`src/rtl/nco_dual_word.sv`:
```
module nco_dual_word #(
  parameter int ACC_W = 32,
  parameter int IDX_W = 10,
  parameter int AMP_W = 12
) (
  input  logic                    clk,
  input  logic                    rst,
  input  logic                    ser_clk,
  input  logic                    ser_data,
  input  logic                    ser_load,
  input  logic                    ser_dest,
  input  logic                    fsel,
  output logic [ACC_W-1:0]        phase_out,
  output logic signed [AMP_W-1:0] sine_out
);
  localparam int QW    = IDX_W - 2;
  localparam int QN    = 1 << QW;
  localparam int MAG_W = AMP_W - 1;
  localparam real AMAX = real'((1 << MAG_W) - 1);

  function automatic logic [MAG_W-1:0] qsin(input int i);
    real x, t, s;
    x = 1.5707963267948966 * (real'(i) + 0.5) / real'(QN);
    s = x;
    t = x;
    for (int k = 1; k < 9; k++) begin
      t = -t * x * x / real'((2 * k) * (2 * k + 1));
      s = s + t;
    end
    return MAG_W'($rtoi(s * AMAX + 0.5));
  endfunction

  logic [2:0] ck_q, ld_q;
  logic [1:0] dt_q, ds_q;

  always_ff @(posedge clk) begin
    if (rst) begin
      ck_q <= '0;
      ld_q <= '0;
      dt_q <= '0;
      ds_q <= '0;
    end else begin
      ck_q <= {ck_q[1:0], ser_clk};
      ld_q <= {ld_q[1:0], ser_load};
      dt_q <= {dt_q[0], ser_data};
      ds_q <= {ds_q[0], ser_dest};
    end
  end

  wire ck_rise = ck_q[1] & ~ck_q[2];
  wire ld_rise = ld_q[1] & ~ld_q[2];

  logic [ACC_W-1:0] shreg, word_a, word_b, acc;

  always_ff @(posedge clk) begin
    if (rst)          shreg <= '0;
    else if (ck_rise) shreg <= {shreg[ACC_W-2:0], dt_q[1]};
  end

  always_ff @(posedge clk) begin
    if (rst) begin
      word_a <= '0;
      word_b <= '0;
    end else if (ld_rise) begin
      if (ds_q[1]) word_b <= shreg;
      else         word_a <= shreg;
    end
  end

  wire [ACC_W-1:0] step = fsel ? word_b : word_a;

  always_ff @(posedge clk) begin
    if (rst) acc <= '0;
    else     acc <= acc + step;
  end

  wire [IDX_W-1:0] pidx = acc[ACC_W-1 -: IDX_W];
  wire [1:0]       quad = pidx[IDX_W-1 -: 2];
  wire [QW-1:0]    fine = pidx[QW-1:0];
  wire [QW-1:0]    addr = quad[0] ? ~fine : fine;

  logic [MAG_W-1:0] qtab [QN];
  for (genvar g = 0; g < QN; g++) begin : g_rom
    assign qtab[g] = qsin(g);
  end

  wire [MAG_W-1:0]        mag  = qtab[addr];
  wire signed [AMP_W-1:0] pos  = $signed({1'b0, mag});
  wire signed [AMP_W-1:0] sval = quad[1] ? -pos : pos;

  logic signed [AMP_W-1:0] sine_q;
  always_ff @(posedge clk) begin
    if (rst) sine_q <= '0;
    else     sine_q <= sval;
  end

  assign phase_out = acc;
  assign sine_out  = sine_q;

  assert_step_R1: assert property (@(posedge clk) disable iff (rst)
    1'b1 |=> acc == $past(acc) + ($past(fsel) ? $past(word_b) : $past(word_a)));

  assert_shift_in_R3: assert property (@(posedge clk) disable iff (rst)
    ck_rise |=> shreg == {$past(shreg[ACC_W-2:0]), $past(dt_q[1])});

  assert_words_hold_R4: assert property (@(posedge clk) disable iff (rst)
    !ld_rise |=> $stable(word_a) && $stable(word_b));

  assert_load_a_R4: assert property (@(posedge clk) disable iff (rst)
    ld_rise && !ds_q[1] |=> word_a == $past(shreg) && $stable(word_b));

  assert_load_b_R4: assert property (@(posedge clk) disable iff (rst)
    ld_rise && ds_q[1] |=> word_b == $past(shreg) && $stable(word_a));

  assert_no_min_code_R5: assert property (@(posedge clk) disable iff (rst)
    1'b1 |=> sine_out != {1'b1, {MAG_W{1'b0}}});

  assert_reset_clear_R7: assert property (@(posedge clk)
    rst |=> acc == '0 && word_a == '0 && word_b == '0 && sine_q == '0);
endmodule

```
`config.mk`:
```
export PLATFORM = sky130hd
export DESIGN_NAME = nco_dual_word
export DESIGN_NICKNAME = d
export VERILOG_FILES = /design/src/rtl/nco_dual_word.sv
export SDC_FILE = /design/constraint.sdc
export NUM_CORES = 1
export LEC_CHECK = 0
export BUFFER_PORTS_ARGS = -buffer_cell sky130_fd_sc_hd__buf_4
export CORE_UTILIZATION = 40
export CTS_CLUSTER_DIAMETER = 80
export DETAILED_ROUTE_END_ITERATION = 8
export GPL_TIMING_DRIVEN = 0
export SLEW_MARGIN = 20
export SYNTH_ARGS = -nofsm -noshare
export SYNTH_HDL_FRONTEND = slang
export SYNTH_SLANG_ARGS = --single-unit
```
`constraint.sdc`:
```
create_clock -name clk -period 3.65 [get_ports clk]
set_clock_uncertainty 0.1 [all_clocks]
set_input_delay 0 -clock clk [delete_from_list [all_inputs] [get_ports clk]]
set_output_delay 0 -clock clk [all_outputs]
set_load 0.1 [all_outputs]
```
==> results.py, run 1 <==
metrics = {
    "outcome": {
        "outcome": "complete, but fails checks",
        "violations": "negative setup slack",
    },
    "floorplan": {
        "coreArea_mm2": 0.0307,
        "start_util_pct": 40.7,
        "die_x_um": 179,
        "die_h_um": 179,
        "die_area_mm2": 0.0319,
        "pin_count": 51,
        "rows": 64,
    },
    "clocking": {
        "htree_levels": 4,
        "cts_num_sinks": 150,
        "clk_path_buf_depth": 2,
        "root_buffer": "clkbuf_16",
        "cts_tree": "done",
        "clk_pin_slew_worst_paths_ns": 0.07,
        "clk_latency_ns": 0.46,
        "cts_buffers": 17,
    },
    "logic_synthesis": {
        "syn_area_per_cell_um2": 7.38,
        "synthFlopType": "dfxtp_1",
        "async_reset_ff_share_pct": 0,
        "yosysTopAreaCell": "dfxtp_1",
        "yosys_warnings": 0,
        "ys_top_cells_by_area": "dfxtp_1, a21oi_1, nand2_1, ha_1, mux2_2",
        "synth_edf_count": 0,
        "synthCells": 1692,
        "synth-seq-cells": 150,
        "synth_area_mm2": 0.0125,
        "synth_nets": 1746,
        "netlist.area_leader.share_pct": 24.1,
        "seq_area_frac_synth_pct": 24.1,
        "yosysUniqueCellTypes": 103,
    },
    "sta": {
        "rsz0062_at_grt": "true",
        "finalCriticalPeriod_ns": 3.96,
        "post-route-period-util_pct": 108,
        "fmax_mhz": 253,
        "tightest_slew_ns": 1.13,
        "slew_headroom_pct": 25.0,
        "setup_viol": 9,
        "hold_slack_ns": 0.117,
        "finalHoldViolations": 0,
        "drv_slew": 0,
        "finalWorstSetupSlack_ns": -0.308,
    },
    "drt": {
        "vias_per_cell": 6.91,
        "first_iter_violations": 2031,
        "drt-total-wl_um": 74200,
        "via_count": 15400,
        "first_pass_iters": 6,
        "postRouteAntennaNets": 0,
        "drc": 0,
        "routedWlPerCell_um": 33.3,
    },
    "placement": {
        "dpl_cell_area_mm2": 0.0136,
        "gp_congestion": 1.13,
        "port_buffers": 49,
        "dp.cells": 2138,
        "dp_hpwl_um": 52700,
    },
    "global_routing": {
        "grt_start_max_net_pins": 17,
        "grt_util_all_layers_pct": 46.6,
        "antenna_found_initial": 5,
        "grt_first_pass_wirelength_um": 104000,
        "grt_pass1_vias": 14500,
        "overflow": 0,
    },
    "power": {
        "leakage_nw": 5.90,
        "power.density_mw_per_mm2": 223,
        "p_total_w": 0.00350,
        "ir_worst_vdd_mv": 0.451,
    },
    "cells_and_area": {
        "final_nets": 1871,
        "layout-drive-gt1-share_pct": 23.3,
        "fin_cells": 2231,
        "area_growth_pct": 25.4,
        "most-common-layout-cells": "nand2_1, a21oi_1, dfxtp_1",
        "design_area_mm2": 0.0157,
        "layout_commonest_cell": "nand2_1",
        "final_util_pct": 51.1,
    },
    "min_path": {
        "whs_path_depth": 5,
        "hold_path.class": "in -> reg",
    },
    "job": {
        "max_cap_violations": 0,
    },
    "setup_path": {
        "path_class": "reg -> reg",
        "cp_max_fo": 10,
        "r2r_cells": 14,
        "start_kind": "flop",
        "required_ns": 3.89,
        "crit_arrival_ns": 4.20,
        "crit_path_end_kind": "flop",
    },
}
## cells by family after synthesis
family | Yosys count | synth area share [%]
XOR/XNOR | 40 | 3.38
AO/OA/AOI/OAI | 571 | 29.9
AND/OR/NAND/NOR | 648 | 24.8
adder cells (fa/ha/maj) | 47 | 4.77
multiplexers | 57 | 5.48
flip-flops | 150 | 24.1
buffers and inverters | 179 | 7.63
## repair_timing
item,in CTS,in global routing
pin swaps,51,35
gates resized for setup,159,54
gates cloned,1,0
hold endpoints to repair,7,0
setup endpoints to repair,17,15
buffers inserted,45,12
hold buffers,5,0
## power by group
part	total, W	internal [W]	switching (W)
registers	0.00164	0.00164	0.00000360
clock network	0.00174	0.000924	0.000815
logic	0.000115	0.0000272	0.0000883
total	0.00350	0.00259	0.000907
## area by class of cell
type | count | area (µm²)
clock inverter | 13 | 129
multi-input combinational | 1363 | 9340
clock buffer | 19 | 443
timing repair buffer | 112 | 1010
sequential | 150 | 3020
antenna | 5 | 12.5
fill | 2868 | 15000
inverter | 32 | 149
buffer | 141 | 1060
tap | 396 | 495
## worst max-delay path, cell delays in order (launching register included)
cell and delay [ns]:
dfxtp_1 0.38, buf_6 0.19, buf_12 0.16, xnor2_2 0.75
buf_2 0.50, nand2_1 0.11, o21ai_0 0.10, o211ai_1 0.17
a31oi_1 0.27, a21oi_2 0.11, inv_2 0.10, ha_4 0.17
nand2_4 0.06, o41ai_4 0.34, mux2_4 0.33
## flip-flops by register name (all words and copies together), names as in the netlist, 3 cells and up
register	count
sine_out	12
shreg	32
phase_out	32
word_a	32
ck_q	3
word_b	32
ld_q	3
## through the flow
stage	setup TNS, ns	setup slack, ns
after detailed placement	-21.45	-1.72
after global placement	-23.79	-1.70
after CTS	-1.07	-0.176
after global routing	-2.50	-0.367
final	-1.95	-0.308
after floorplan	-0.239	-0.0848
## Yosys cell counts, types with 16 or more instances
cell type,instances
nand2_1,264
a21oi_1,201
dfxtp_1,150
nor2_1,111
o21ai_0,87
clkbuf_1,67
nor2b_1,57
nor3_1,47
ha_1,46
nand2b_1,42
buf_2,41
mux2_2,39
nand3_1,29
o211ai_1,28
inv_1,27
a21o_1,23
a31oi_1,23
o22ai_1,23
xor2_1,18
xnor2_1,17
a211oi_1,16
## per-layer routing
layer / track usage (%) / vias up / wire length [µm]
met1: 53.0 / 7299 / 26400
met5: 0 / - / 11
met3: 17.0 / 405 / 8950
met4: 38.5 / 2 / 7670
met2: 69.7 / 1294 / 31100
li1: - / 6411 / -
## final timing paths
kind / slack [ns] / endpoint / startpoint
max: -0.31 / sine_out[10] / phase_out[25]
min: 0.12 / phase_out[31] / fsel
max reg2reg: -0.31 / sine_out[10] / phase_out[25]
min reg2reg: 0.35 / word_a[7] / word_a[7]
(Power assumes the default switching activity.)
==> run 2, diff against run 1 <==
--- a/config.mk
+++ b/config.mk
@@ -6,6 +6,7 @@
 export NUM_CORES = 1
 export LEC_CHECK = 0
 export BUFFER_PORTS_ARGS = -buffer_cell sky130_fd_sc_hd__buf_4
+export CORE_ASPECT_RATIO = 0.6
 export CORE_UTILIZATION = 40
 export CTS_CLUSTER_DIAMETER = 80
 export DETAILED_ROUTE_END_ITERATION = 8
==> results.py, run 2 (synthesis results as in run 1) <==
metrics = {
    "outcome": {
        "outcome": "complete, but fails checks",
        "violations": "negative setup slack",
    },
    "setup_path": {
        "cpPeakStageDelay_ns": 0.82,
        "path_cells": "buf_12 -> buf_12 -> nand2b_1 -> clkbuf_1 -> o22ai_2 -> o2111ai_1 -> o211ai_1 -> a31oi_1 -> a21oi_2 -> buf_4 -> or3_4 -> a221o_1 -> a211o_1",
        "start_kind": "flop",
        "crit_arrival_ns": 4.40,
        "required_ns": 3.87,
        "critical_path_buf_inv_count": 4,
        "crit_top_cell": "buf_12",
        "cp_slowest_cell": "clkbuf_1",
        "cp_max_fo": 10,
        "cp_top_family": "compound AO/OA/AOI/OAI gates",
        "crit_path_end_kind": "flop",
        "path_class": "reg -> reg",
    },
    "clocking": {
        "clk_path_buf_depth": 2,
        "clk_pin_slew_worst_paths_ns": 0.07,
        "cts_num_sinks": 150,
        "clk_latency_ns": 0.44,
        "root_buffer": "clkbuf_16",
        "cts_buffers": 17,
        "cts_tree": "done",
        "htree_levels": 4,
    },
    "power": {
        "ir_worst_vdd_mv": 0.351,
        "switchingPower_w": 0.000897,
        "leakage_nw": 5.93,
        "p_comb_share_pct": 3.5,
        "clockPowerShare_pct": 50.0,
        "p_int_w": 0.00264,
        "power.density_mw_per_mm2": 224,
        "pwr-share-seq_pct": 46.5,
        "switching_share_pct": 25.4,
    },
    "floorplan": {
        "pin_count": 51,
        "coreArea_mm2": 0.0303,
        "start_util_pct": 41.2,
        "die_x_um": 230,
        "rows": 49,
        "die_area_mm2": 0.0319,
        "die_h_um": 139,
    },
    "drt": {
        "first_iter_violations": 3164,
        "via_count": 15900,
        "routedWlPerCell_um": 34.8,
        "first_pass_iters": 6,
        "drc": 0,
        "drt-total-wl_um": 78000,
        "postRouteAntennaNets": 0,
        "vias_per_cell": 7.09,
    },
    "sta": {
        "finalHoldViolations": 0,
        "fmax_mhz": 240,
        "hold_slack_ns": 0.128,
        "rsz0062_at_grt": "true",
        "drv_slew": 0,
        "tightest_slew_ns": 1.11,
        "slew_headroom_pct": 26.3,
        "finalWorstSetupSlack_ns": -0.521,
        "setup_viol": 11,
        "finalCriticalPeriod_ns": 4.17,
        "post-route-period-util_pct": 114,
    },
    "cells_and_area": {
        "antennaDiodeCount": 0,
        "final_util_pct": 52.1,
        "final_nets": 1878,
        "area_growth_pct": 26.5,
        "layout-drive-gt1-share_pct": 24.9,
        "layout_commonest_cell": "nand2_1",
        "most-common-layout-cells": "nand2_1, a21oi_1, dfxtp_1",
    },
    "placement": {
        "dp_hpwl_um": 57400,
        "gp_congestion": 1.10,
        "port_buffers": 49,
    },
    "global_routing": {
        "met3_usage_pct": 27.6,
        "antenna_found_initial": 2,
        "grt_first_pass_wirelength_um": 108000,
        "busiest_layer": "met1",
        "grt_use_met2_pct": 57.8,
        "grt_start_max_net_pins": 17,
        "overflow": 0,
        "grt_util_all_layers_pct": 47.2,
        "grt_pass1_vias": 14900,
        "use_met1_pct": 64.8,
    },
    "min_path": {
        "hold_path.class": "in -> reg",
    },
    "job": {
        "max_cap_violations": 0,
    },
}
==> run 2: cell types whose count changed in the layout (fill, tap and decap cells not counted), moves of 4 or more <==
cell / delta
buf_4: +11
clkbuf_1: -5
clkbuf_2: +4
diode_2: -5
o21ai_1: -4
o21ai_2: +5
==> run 2: final cells by class <==
class | count | area, µm²
tap | 408 | 510
clock buffer | 17 | 425
sequential | 150 | 3020
clock inverter | 15 | 163
inverter | 32 | 155
multi-input combinational | 1363 | 9440
timing repair buffer | 118 | 1000
buffer | 142 | 1080
fill | 2806 | 14500
==> run 2: metal layers <==
metal / wire (µm) / share of wire [%]
met2: 27700 / 36
met4: 3630 / 4.7
met1: 31300 / 40
met5: 253 / 0.32
met3: 15100 / 19
==> run 2: power groups by stage <==
stage | combinational (W) | sequential, W | clock (W)
floorplan | 0.0000563 | 0.00169 | 0
global placement | 0.000105 | 0.00168 | 0
detailed placement | 0.000108 | 0.00168 | 0
CTS | 0.000114 | 0.00164 | 0.00176
global route | 0.000127 | 0.00164 | 0.00184
finish | 0.000123 | 0.00164 | 0.00177
==> run 2: through the flow <==
stage	TNS [ns]	instance area, µm²	cells	power, W	worst slack, ns
4_1_cts	-1.82	15300	2226	0.00352	-0.291
6_report	-3.56	15800	2245	0.00353	-0.521
3_5_place_dp	-24.00	13600	2151	0.00179	-1.80
5_1_grt	-3.67	15800	2245	0.00361	-0.435
3_3_place_gp	-28.57	13600	2149	0.00178	-1.89
2_1_floorplan	-0.239	12700	1692	0.00174	-0.0848
==> run 2: worst paths after layout <==
| check | startpoint | end | slack, ns | cells after the start |
|---|---|---|---|---|
| worst max register to register | phase_out[30] | sine_out[7] | -0.52 | 13 |
| worst min-delay path | fsel | phase_out[31] | 0.13 | 5 |
| worst min register to register | ld_q[0] | ld_q[1] | 0.33 | 1 |
| worst max-delay path | phase_out[30] | sine_out[7] | -0.52 | 13 |
==> run 2: what timing repair did <==
item,4_1_cts,5_1_grt
setup buffers,42,19
gates resized for setup,161,81
hold endpoints to repair,7,0
endpoints found under the setup margin,20,16
cloned,1,0
pin swaps,40,35
hold buffers,5,0
==> run 2: worst reg2reg max path: stages, from the launching register on <==
cell,delay (ns)
dfxtp_4,0.38
buf_12,0.13
buf_12,0.16
nand2b_1,0.14
clkbuf_1,0.82
o22ai_2,0.24
o2111ai_1,0.16
o211ai_1,0.26
a31oi_1,0.39
a21oi_2,0.15
buf_4,0.17
or3_4,0.40
a221o_1,0.32
a211o_1,0.24
